===== config.mk =====
export PLATFORM = sky130hd
export DESIGN_NAME = dlinit_seq
export DESIGN_NICKNAME = d
export VERILOG_FILES = /design/src/rtl/dlinit_pkg.sv /design/src/rtl/dlinit_rst_sync.sv /design/src/rtl/dlinit_slot_timer.sv /design/src/rtl/dlinit_bus_drive.sv /design/src/rtl/dlinit_seq.sv
export SDC_FILE = /design/constraint.sdc
export NUM_CORES = 1
export LEC_CHECK = 0
export BUFFER_PORTS_ARGS = -buffer_cell sky130_fd_sc_hd__buf_2
export CORE_MARGIN = 1.5
export CORE_UTILIZATION = 49
export CTS_CLUSTER_SIZE = 25
export DETAILED_ROUTE_END_ITERATION = 8
export PLACE_DENSITY = 0.86
export SYNTH_ARGS = -nofsm -noshare
export SYNTH_HDL_FRONTEND = slang
export SYNTH_HIERARCHICAL = 1
export SYNTH_SLANG_ARGS = --single-unit

===== constraint.sdc =====
create_clock -name clk -period 2.4 [get_ports clk]
set_input_delay 0.12 -clock clk [delete_from_list [all_inputs] [get_ports clk]]
set_output_delay 0.12 -clock clk [all_outputs]
set_load 0.02 [all_outputs]

===== src/rtl/dlinit_pkg.sv =====
package dlinit_pkg;
  typedef enum logic [1:0] {
    ST_IDLE = 2'd0,
    ST_LOAD = 2'd1,
    ST_DONE = 2'd2
  } seq_state_e;
endpackage


===== src/rtl/dlinit_rst_sync.sv =====
module dlinit_rst_sync (
  input  logic clk,
  input  logic rst_n,
  output logic rst_sync_n
);
  logic meta_q;

  always_ff @(posedge clk or negedge rst_n) begin
    if (!rst_n) begin
      meta_q     <= 1'b0;
      rst_sync_n <= 1'b0;
    end else begin
      meta_q     <= 1'b1;
      rst_sync_n <= meta_q;
    end
  end
endmodule


===== src/rtl/dlinit_slot_timer.sv =====
module dlinit_slot_timer #(
  parameter int NUM_DEV  = 5,
  parameter int HOLD_CYC = 3,
  parameter int SLOT_CYC = 9,
  localparam int CNT_W = (SLOT_CYC > 1) ? $clog2(SLOT_CYC) : 1,
  localparam int DEV_W = (NUM_DEV > 1) ? $clog2(NUM_DEV) : 1
) (
  input  logic             clk,
  input  logic             rst_n,
  input  logic             run,
  output logic [DEV_W-1:0] dev_q,
  output logic             in_hold,
  output logic             seq_last
);
  localparam logic [CNT_W-1:0] CNT_LAST = CNT_W'(SLOT_CYC - 1);
  localparam logic [CNT_W-1:0] CNT_HOLD = CNT_W'(HOLD_CYC);
  localparam logic [DEV_W-1:0] DEV_LAST = DEV_W'(NUM_DEV - 1);

  logic [CNT_W-1:0] cnt_q, cnt_d;
  logic [DEV_W-1:0] dev_d;

  always_comb begin
    cnt_d = cnt_q;
    dev_d = dev_q;
    if (!run) begin
      cnt_d = '0;
      dev_d = '0;
    end else if (cnt_q == CNT_LAST) begin
      cnt_d = '0;
      dev_d = (dev_q == DEV_LAST) ? '0 : dev_q + 1'b1;
    end else begin
      cnt_d = cnt_q + 1'b1;
    end
  end

  always_ff @(posedge clk or negedge rst_n) begin
    if (!rst_n) begin
      cnt_q <= '0;
      dev_q <= '0;
    end else begin
      cnt_q <= cnt_d;
      dev_q <= dev_d;
    end
  end

  assign in_hold  = run && (cnt_q < CNT_HOLD);
  assign seq_last = run && (cnt_q == CNT_LAST) && (dev_q == DEV_LAST);

  // slot counter never leaves its range
  a_r6_cnt_bound: assert property (@(posedge clk) disable iff (!rst_n)
    cnt_q <= CNT_LAST);
  // inside a slot the counter advances by one each cycle
  a_r6_cnt_step: assert property (@(posedge clk) disable iff (!rst_n)
    (run && cnt_q != CNT_LAST) |=> (cnt_q == $past(cnt_q) + 1'b1));
  // device index advances in ascending order at slot ends
  a_r3_dev_order: assert property (@(posedge clk) disable iff (!rst_n)
    (run && cnt_q == CNT_LAST && dev_q != DEV_LAST) |=> (dev_q == $past(dev_q) + 1'b1));
endmodule


===== src/rtl/dlinit_bus_drive.sv =====
module dlinit_bus_drive #(
  parameter int NUM_SEARCH = 3,
  parameter int BUS_W      = 10,
  parameter logic [BUS_W-1:0] MIN_CODE     = '0,
  parameter logic [BUS_W-1:0] STRETCH_CODE = BUS_W'(35),
  parameter logic [BUS_W-1:0] MONO_CODE    = BUS_W'(3),
  localparam int NUM_DEV = NUM_SEARCH + 2,
  localparam int DEV_W   = (NUM_DEV > 1) ? $clog2(NUM_DEV) : 1
) (
  input  logic               clk,
  input  logic               rst_n,
  input  logic               active,
  input  logic [DEV_W-1:0]   dev,
  output logic [NUM_DEV-1:0] dl_en,
  output logic [BUS_W-1:0]   dl_bus
);
  logic [BUS_W-1:0] code_tab [NUM_DEV];

  for (genvar g = 0; g < NUM_DEV; g++) begin : g_code
    if (g < NUM_SEARCH) begin : g_search
      assign code_tab[g] = MIN_CODE;
    end else if (g == NUM_SEARCH) begin : g_stretch
      assign code_tab[g] = STRETCH_CODE;
    end else begin : g_mono
      assign code_tab[g] = MONO_CODE;
    end
  end

  always_comb begin
    dl_en  = '0;
    dl_bus = '0;
    for (int i = 0; i < NUM_DEV; i++) begin
      if (active && (dev == DEV_W'(i))) begin
        dl_en[i] = 1'b1;
        dl_bus   = dl_bus | code_tab[i];
      end
    end
  end

  // never two devices enabled at once
  a_r7_single_en: assert property (@(posedge clk) disable iff (!rst_n)
    $onehot0(dl_en));
  // bus is quiet whenever no device is enabled
  a_r6_quiet_bus: assert property (@(posedge clk) disable iff (!rst_n)
    (dl_en == '0) |-> (dl_bus == '0));
  // stretcher enable carries the stretcher code
  a_r4_stretch_code: assert property (@(posedge clk) disable iff (!rst_n)
    dl_en[NUM_SEARCH] |-> (dl_bus == STRETCH_CODE));
  // monostable enable carries the monostable code
  a_r5_mono_code: assert property (@(posedge clk) disable iff (!rst_n)
    dl_en[NUM_SEARCH+1] |-> (dl_bus == MONO_CODE));
endmodule


===== src/rtl/dlinit_seq.sv =====
module dlinit_seq
  import dlinit_pkg::*;
#(
  parameter int NUM_SEARCH = 3,
  parameter int BUS_W      = 10,
  parameter int HOLD_CYC   = 3,
  parameter int SLOT_CYC   = 9,
  parameter logic [BUS_W-1:0] MIN_CODE     = '0,
  parameter logic [BUS_W-1:0] STRETCH_CODE = BUS_W'(35),
  parameter logic [BUS_W-1:0] MONO_CODE    = BUS_W'(3),
  localparam int NUM_DEV = NUM_SEARCH + 2,
  localparam int DEV_W   = (NUM_DEV > 1) ? $clog2(NUM_DEV) : 1
) (
  input  logic               clk,
  input  logic               rst_n,
  input  logic               start_btn,
  input  logic               start_host,
  output logic [NUM_DEV-1:0] dl_en,
  output logic [BUS_W-1:0]   dl_bus,
  output logic               init_done
);
  seq_state_e       state_q, state_d;
  logic             rst_i_n;
  logic             start_any;
  logic             run;
  logic             in_hold;
  logic             seq_last;
  logic [DEV_W-1:0] dev;

  dlinit_rst_sync u_rst (
    .clk        (clk),
    .rst_n      (rst_n),
    .rst_sync_n (rst_i_n)
  );

  assign start_any = start_btn | start_host;
  assign run       = (state_q == ST_LOAD);

  always_comb begin
    state_d = state_q;
    case (state_q)
      ST_IDLE: if (start_any) state_d = ST_LOAD;
      ST_LOAD: if (seq_last)  state_d = ST_DONE;
      ST_DONE: if (start_any) state_d = ST_LOAD;
      default: state_d = ST_IDLE;
    endcase
  end

  always_ff @(posedge clk or negedge rst_i_n) begin
    if (!rst_i_n) state_q <= ST_IDLE;
    else          state_q <= state_d;
  end

  dlinit_slot_timer #(
    .NUM_DEV  (NUM_DEV),
    .HOLD_CYC (HOLD_CYC),
    .SLOT_CYC (SLOT_CYC)
  ) u_timer (
    .clk      (clk),
    .rst_n    (rst_i_n),
    .run      (run),
    .dev_q    (dev),
    .in_hold  (in_hold),
    .seq_last (seq_last)
  );

  dlinit_bus_drive #(
    .NUM_SEARCH   (NUM_SEARCH),
    .BUS_W        (BUS_W),
    .MIN_CODE     (MIN_CODE),
    .STRETCH_CODE (STRETCH_CODE),
    .MONO_CODE    (MONO_CODE)
  ) u_drive (
    .clk    (clk),
    .rst_n  (rst_i_n),
    .active (in_hold),
    .dev    (dev),
    .dl_en  (dl_en),
    .dl_bus (dl_bus)
  );

  assign init_done = (state_q == ST_DONE);

  // a start outside a running sequence launches loading
  a_r2_start_taken: assert property (@(posedge clk) disable iff (!rst_i_n)
    (state_q != ST_LOAD && start_any) |=> (state_q == ST_LOAD));
  // a running sequence is not disturbed until its last cycle
  a_r9_no_restart: assert property (@(posedge clk) disable iff (!rst_i_n)
    (run && !seq_last) |=> (run && !init_done));
  // completion flag never overlaps an active enable
  a_r8_done_quiet: assert property (@(posedge clk) disable iff (!rst_i_n)
    init_done |-> (dl_en == '0));
  // completion only follows the final slot
  a_r8_done_after_load: assert property (@(posedge clk) disable iff (!rst_i_n)
    $rose(init_done) |-> ($past(seq_last)));
endmodule


==> results.toml, run 1 <==
[clock_network]
worstSkewPairLatency_ns = 0.26
cts_num_sinks = 11
clk_pin_slew_ns = 0.07
cts_max_level = 1
cts_made_buffers = 3
cts_setup_buffers = 0
cts_tree = "built"
cts_max_path_buffers = 2
root_buffer = "clkbuf_4"

[synth]
synthesis.area_um2 = 694
async_flop_share = 1.00
synth_area_leaders = "dfrtp_1 40%, buf_4 9.7%, ha_1 7.2%"
synth_edf_count = 0
synth_area_per_cell_um2 = 9.92
yosys.area.top_type = "dfrtp_1"
netlist.area_leader.share = 0.396
synth_cells = 70
yosys_most_used_dff = "dfrtp_1"
ys_seq_area_frac = 0.396
yosysUniqueCellTypes = 29
yosysWarnings = 6
ys_ff_latch = 11

[hold_path]
hold_path.class = "in -> reg"

[timing]
max_freq_ghz = 0.515
final.setup_skew_ns = 0.00361
finalCritPeriodShare = 0.809
hold_viol_final = 0
rsz0062_at_grt = "no"
fin_tns_setup_ns = 0
finalCriticalPeriod_ns = 1.94
final-max-slew-violation-count = 0
setup_viol = 0
setup_ws_ns = 0.459

[cells_and_area]
nets = 93
postLayoutCoreUtil = 0.588
finalNonFillerCells = 99
fillers = 118
final_common_cell = "buf_2"
multi_input_area_um2 = 358
regArea_um2 = 275
syn_to_final_growth_pct = 11.5
layout-drive-gt1-share = 0.298
mostFrequentLayoutCells = "12 x buf_2, 11 x dfrtp_1, 8 x nor2_1, 8 x conb_1, 6 x nand2_1"
diodes = 0

[worst_setup_path]
worstPathArrival_ns = 1.82
worstReg2RegStart = "u_timer/cnt_q[0]$_DFF_PN0_"
worstSetupStartpointType = "register"
critPathMaxFanout = 4
startpoint = "u_timer/cnt_q[0]$_DFF_PN0_"
endpoint_kind = "output port"
crit_chain = "ha_1, nor4b_2, nand2_1, o22ai_2, buf_2"
critPathRequiredTime_ns = 2.28
slowest_delay_ns = 0.42
ff2ff_setup_slack_ns = 1.11
cp_slowest_cell = "nor4b_2"
reg2reg_to = "u_timer/dev_q[0]$_DFFE_PN0P_"
reg2reg_depth = 5
critPathKind = "reg -> out"
crit_path_end = "dl_bus[0]"

[floorplanning]
rows = 13
die_w_um = 40.6
io_pins = 20
dieHeight_um = 40.6
core_um2 = 1320
initial_core_util = 0.527
dieArea_um2 = 1650

[place]
place.gp.congestion = 0.728
dp.cells = 94
dp_slack_ns = 0.534
hpwl_um = 860
io_buffers = 12

[route]
wl_met1_um = 492
vias = 486
routed.top_layer = "met4"
drc = 0
postRouteWirelength_um = 1110
drt.antenna.violating_nets = 0
avgRoutedWirePerCell_um = 11.2
met2WireLength_um = 589
drtIter0Drc = 12
wl_met3_um = 25
first_pass_iters = 4
viasPerCell = 4.91

[grt]
grt_first_pass_wirelength_um = 1660
grt-ovfl-total = 0
grt_pass1_vias = 405
antenna_found_initial = 0
grt_usage = 0.153
grt_max_degree = 11

[run]
drv_cap = 0

[power_and_ir_drop]
ir_drop_mv = 0.520
p_per_area_nw_per_um2 = 1120
leakage_nw = 0.411

[run_status]
outcome = "finished clean"
## logic make-up after synthesis
| logic type | synth area share |
|---|---|
| AOI/OAI and AO/OA | 0.106 |
| DFF | 0.396 |
| other | 0.0108 |
| muxes | 0.0144 |
| adders and majority gates | 0.0721 |
| buffers and inverters | 0.130 |
| and+or+nand+nor | 0.258 |
| xor gates and xnor gates | 0.0126 |
## cell type report
cell class | instances | area share
repair buffers | 14 | 0.100
multi-input cells | 50 | 0.462
inverters | 5 | 0.0242
flip-flops and latches | 11 | 0.355
well taps | 15 | 0.0242
clock buffers | 4 | 0.0339
## synth_stat cells (2+ instances only)
| master | n |
|---|---|
| buf_4 | 9 |
| conb_1 | 2 |
| dfrtp_1 | 11 |
| ha_1 | 4 |
| inv_1 | 5 |
| nand2_1 | 6 |
| nor2_1 | 8 |
| nor2b_1 | 2 |
| nor3b_1 | 3 |
## state kept, by name, indices dropped and copies added (netlist names)
| register | count |
|---|---|
| u_timer/cnt_q | 4 |
| u_timer/dev_q | 3 |
| state_q | 2 |
| u_rst/meta_q | 1 |
| u_rst/rst_sync_n | 1 |
## power by group
| group | switching [mW] | total, mW | internal (mW) |
|---|---|---|---|
| Clock | 0.0558 | 0.120 | 0.0641 |
| Combinational | 0.224 | 0.423 | 0.198 |
| Sequential | 0.0797 | 0.324 | 0.244 |
## what timing repair did
action	CTS	global route
hold buffers	1	0
gates resized for setup	0	1
endpoints found under the setup margin	0	1
hold endpoints to repair	2	0
## worst min path at each step
stage / startpoint / to / slack [ns] / cells after the start
after global placement: rst_n / u_rst/meta_q$_DFF_PN0_ / -0.09 / 1
after CTS: start_btn / state_q[0]$_DFFE_PN0P_ / 0.13 / 3
after detailed placement: rst_n / u_rst/meta_q$_DFF_PN0_ / -0.09 / 1
after floorplan: rst_n / u_rst/meta_q$_DFF_PN0_ / -0.18 / 0
final: start_btn / state_q[0]$_DFFE_PN0P_ / 0.14 / 3
after global routing: start_btn / state_q[0]$_DFFE_PN0P_ / 0.16 / 3
## metrics by stage
stage | hold WS [ns] | area (um^2) | power, mW
detailed placement | -0.0927 | 732 | 0.739
CTS | 0.133 | 768 | 0.864
floorplan | -0.176 | 717 | 0.659
global placement | -0.0940 | 732 | 0.722
global route | 0.159 | 774 | 0.946
finish | 0.140 | 774 | 0.867
## layer usage
| layer | vias to the layer above | GRT usage |
|---|---|---|
| li1 | 243 | - |
| met1 | 232 | 0.208 |
| met2 | 9 | 0.254 |
| met3 | 2 | 0.0163 |
| met4 | 0 | 0.0500 |
| met5 | - | 0 |
## worst max-delay path, delay by kind of cell (launching register included)
family,cells,cell delay (ns)
AO/OA/AOI/OAI,1,0.17
buffers and inverters,1,0.18
AND/OR/NAND/NOR,2,0.57
flip-flops,1,0.41
adder cells (fa/ha/maj),1,0.24
No activity file was read; power rests on OpenSTA's default activity.
==> run 2: changes to the inputs <==
Settings changed: ABC_AREA set to 1.
Clock period 2.4 ns to 2 ns, I/O delays scaled along.
==> results.toml, run 2 <==
[worst_setup_path]
endpoint_kind = "output port"
critPathRequiredTime_ns = 1.90
worstReg2RegStart = "state_q[0]$_DFFE_PN0P_"
worstPathArrival_ns = 1.80
slowest_delay_ns = 0.42
cp_slowest_cell = "dfrtp_1"
crit_chain = "ha_2, or2_4, nor3_4, inv_1, nor2_2, nand2_2, nand2_2, buf_6"
reg2reg_to = "state_q[0]$_DFFE_PN0P_"
critPathMaxFanout = 4
ff2ff_setup_slack_ns = 0.67
cp_common_cell = "nand2_2"
worstSetupStartpointType = "register"
reg2reg_depth = 7
critPathKind = "reg -> out"

[power_and_ir_drop]
leakage_nw = 0.490
p_int_uw = 527
ir_drop_mv = 0.708
pwr-share-seq = 0.405
p_per_area_nw_per_um2 = 1130
switching_power_uw = 416
combinationalPowerShare = 0.444
p_total_uw = 943
clock_power_share = 0.152
switching_share = 0.441

[grt]
grt_pass1_vias = 464
grt_usage = 0.158
grt-ovfl-total = 0
antenna_found_initial = 0
grt_max_degree = 10
grt_first_pass_wirelength_um = 1720

[place]
io_buffers = 12
place.gp.congestion = 0.752
hpwl_um = 941
dp.cells = 125

[route]
viasPerCell = 4.63
drc = 0
first_pass_iters = 4
drtIter0Drc = 3
avgRoutedWirePerCell_um = 9.17
drt.antenna.violating_nets = 0
vias = 602
postRouteWirelength_um = 1190

[floorplanning]
core_um2 = 1330
dieArea_um2 = 1700
die_w_um = 41.3
io_pins = 20
rows = 13
initial_core_util = 0.538
dieHeight_um = 41.3

[cells_and_area]
reg.largest.list = "u_timer/cnt_q x4, u_timer/dev_q x3, state_q x2"
final_common_cell = "nand2_1"
mostFrequentLayoutCells = "22 x nand2_1, 18 x inv_1, 11 x nor2_1, 11 x dfrtp_1"
largest_reg_flops = 4
largest_register = "u_timer/cnt_q"
nets = 124
layout-drive-gt1-share = 0.252
diodes = 0
syn_to_final_growth_pct = 16.4
fillers = 137
finalNonFillerCells = 130

[hold_path]
min_from = "start_btn"
min_path_cells = 4
hold_path_end = "state_q[1]$_DFFE_PN0P_"
hold_path.class = "in -> reg"

[synth]
netlist.area_leader.share = 0.383
yosys.area.top_type = "dfrtp_1"
synth_edf_count = 0
async_flop_share = 1.00
yosysMostFrequentCell = "nand2_1"
yosysUniqueCellTypes = 18
synth_cells = 100
synth_area_per_cell_um2 = 7.18
synthesis.area_um2 = 718
yosys_most_used_dff = "dfrtp_1"
ys_ff_latch = 11
synth_area_leaders = "dfrtp_1 38%, nand2_1 13%, inv_1 9.9%"
ys_seq_area_frac = 0.383
ys_top_cells_by_count = "24 x nand2_1, 19 x inv_1, 11 x dfrtp_1, 11 x nor2_1, 9 x buf_4"
yosysWarnings = 6

[timing]
finalCriticalPeriod_ns = 1.90
rsz0062_at_grt = "yes"
fin_hold_ws_ns = 0.0803
final-max-slew-violation-count = 0
max_freq_ghz = 0.526
final.setup_skew_ns = 0.000688
finalCritPeriodShare = 0.951
hold_viol_final = 0
fin_tns_setup_ns = 0
setup_viol = 0

[run]
drv_cap = 0

[clock_network]
cts_max_path_buffers = 2
cts_num_sinks = 11
worstSkewPairLatency_ns = 0.26
cts_max_level = 1
root_buffer = "clkbuf_4"
cts_made_buffers = 3
clk_pin_slew_ns = 0.07
cts_setup_buffers = 0
cts_tree = "built"

[run_status]
outcome = "finished clean"
## run 2: cell types whose count changed in the layout (fill, tap and decap cells not counted), sizes merged, moves of 3 or more
cell   delta
nor2b     -3
nand3     +5
nand2    +19
nor3b     -4
nor2      +6
inv      +15
## run 2: cell families (layout without fill, tap and decap cells)
kind of cell / after synthesis / count (layout) / synth area share
adders and majority gates: 4 / 4 / 0.0697
buffers and inverters: 29 / 38 / 0.199
AOI/OAI and AO/OA: 4 / 4 / 0.0279
DFF: 11 / 11 / 0.383
other: 2 / 8 / 0.0105
and+or+nand+nor: 50 / 50 / 0.310
## run 2: cell type report
type / count / area [um^2] / area share
clock buffer: 3 / 22.5 / 0.0269
inverter: 20 / 75.1 / 0.0898
sequential: 11 / 275 / 0.329
tap: 15 / 18.8 / 0.0225
timing repair buffer: 14 / 95.1 / 0.114
multi-input combinational: 66 / 344 / 0.412
clock inverter: 1 / 5.00 / 0.00599
## run 2: through the flow
| step | utilization | instance area (um^2) | worst slack [ns] |
|---|---|---|---|
| 3_3_place_gp | 0.569 | 759 | 0.326 |
| 4_1_cts | 0.601 | 802 | 0.0817 |
| 2_1_floorplan | - | 741 | 0.225 |
| 6_report | 0.627 | 836 | 0.0971 |
| 3_5_place_dp | 0.569 | 759 | 0.266 |
| 5_1_grt | 0.627 | 836 | -0.0434 |
## run 2: power groups by stage
stage | combinational, mW | sequential [mW] | clock (mW)
2_1_floorplan | 0.306 | 0.360 | 0
3_3_place_gp | 0.351 | 0.376 | 0
3_5_place_dp | 0.379 | 0.380 | 0
4_1_cts | 0.387 | 0.377 | 0.152
5_1_grt | 0.490 | 0.392 | 0.161
6_report | 0.418 | 0.382 | 0.143
## run 2: critical path, delay by kind of cell, from the launching register on
kind	cells	cell delay (ns)
buf+inv	2	0.19
simple gates	5	0.74
flops	1	0.42
fa+ha+maj	1	0.20
## run 2: worst max path at each step
| stage | from | endpoint | cells after the start |
|---|---|---|---|
| global placement | u_timer/cnt_q[0]$_DFF_PN0_ | dl_bus[0] | 8 |
| global route | u_timer/cnt_q[0]$_DFF_PN0_ | dl_bus[0] | 8 |
| finish | u_timer/cnt_q[1]$_DFF_PN0_ | dl_bus[0] | 8 |
| detailed placement | u_timer/cnt_q[0]$_DFF_PN0_ | dl_bus[0] | 8 |
| CTS | u_timer/cnt_q[0]$_DFF_PN0_ | dl_bus[0] | 8 |
| floorplan | u_timer/cnt_q[0]$_DFF_PN0_ | dl_bus[1] | 8 |
## run 2: repair_timing
item,in CTS,in global routing
pin swaps,0,3
hold buffers,1,0
gates cloned,0,0
hold endpoints to repair,2,0
resized for setup,1,12
setup endpoints to repair,4,5
## run 2: metal layers
layer | track usage | vias to the layer above | part of all wire
met5 | 0 | - | 0
met4 | 0.113 | 0 | 0.0059
met3 | 0.0163 | 2 | 0.051
met2 | 0.277 | 20 | 0.54
met1 | 0.174 | 268 | 0.40
li1 | - | 312 | -
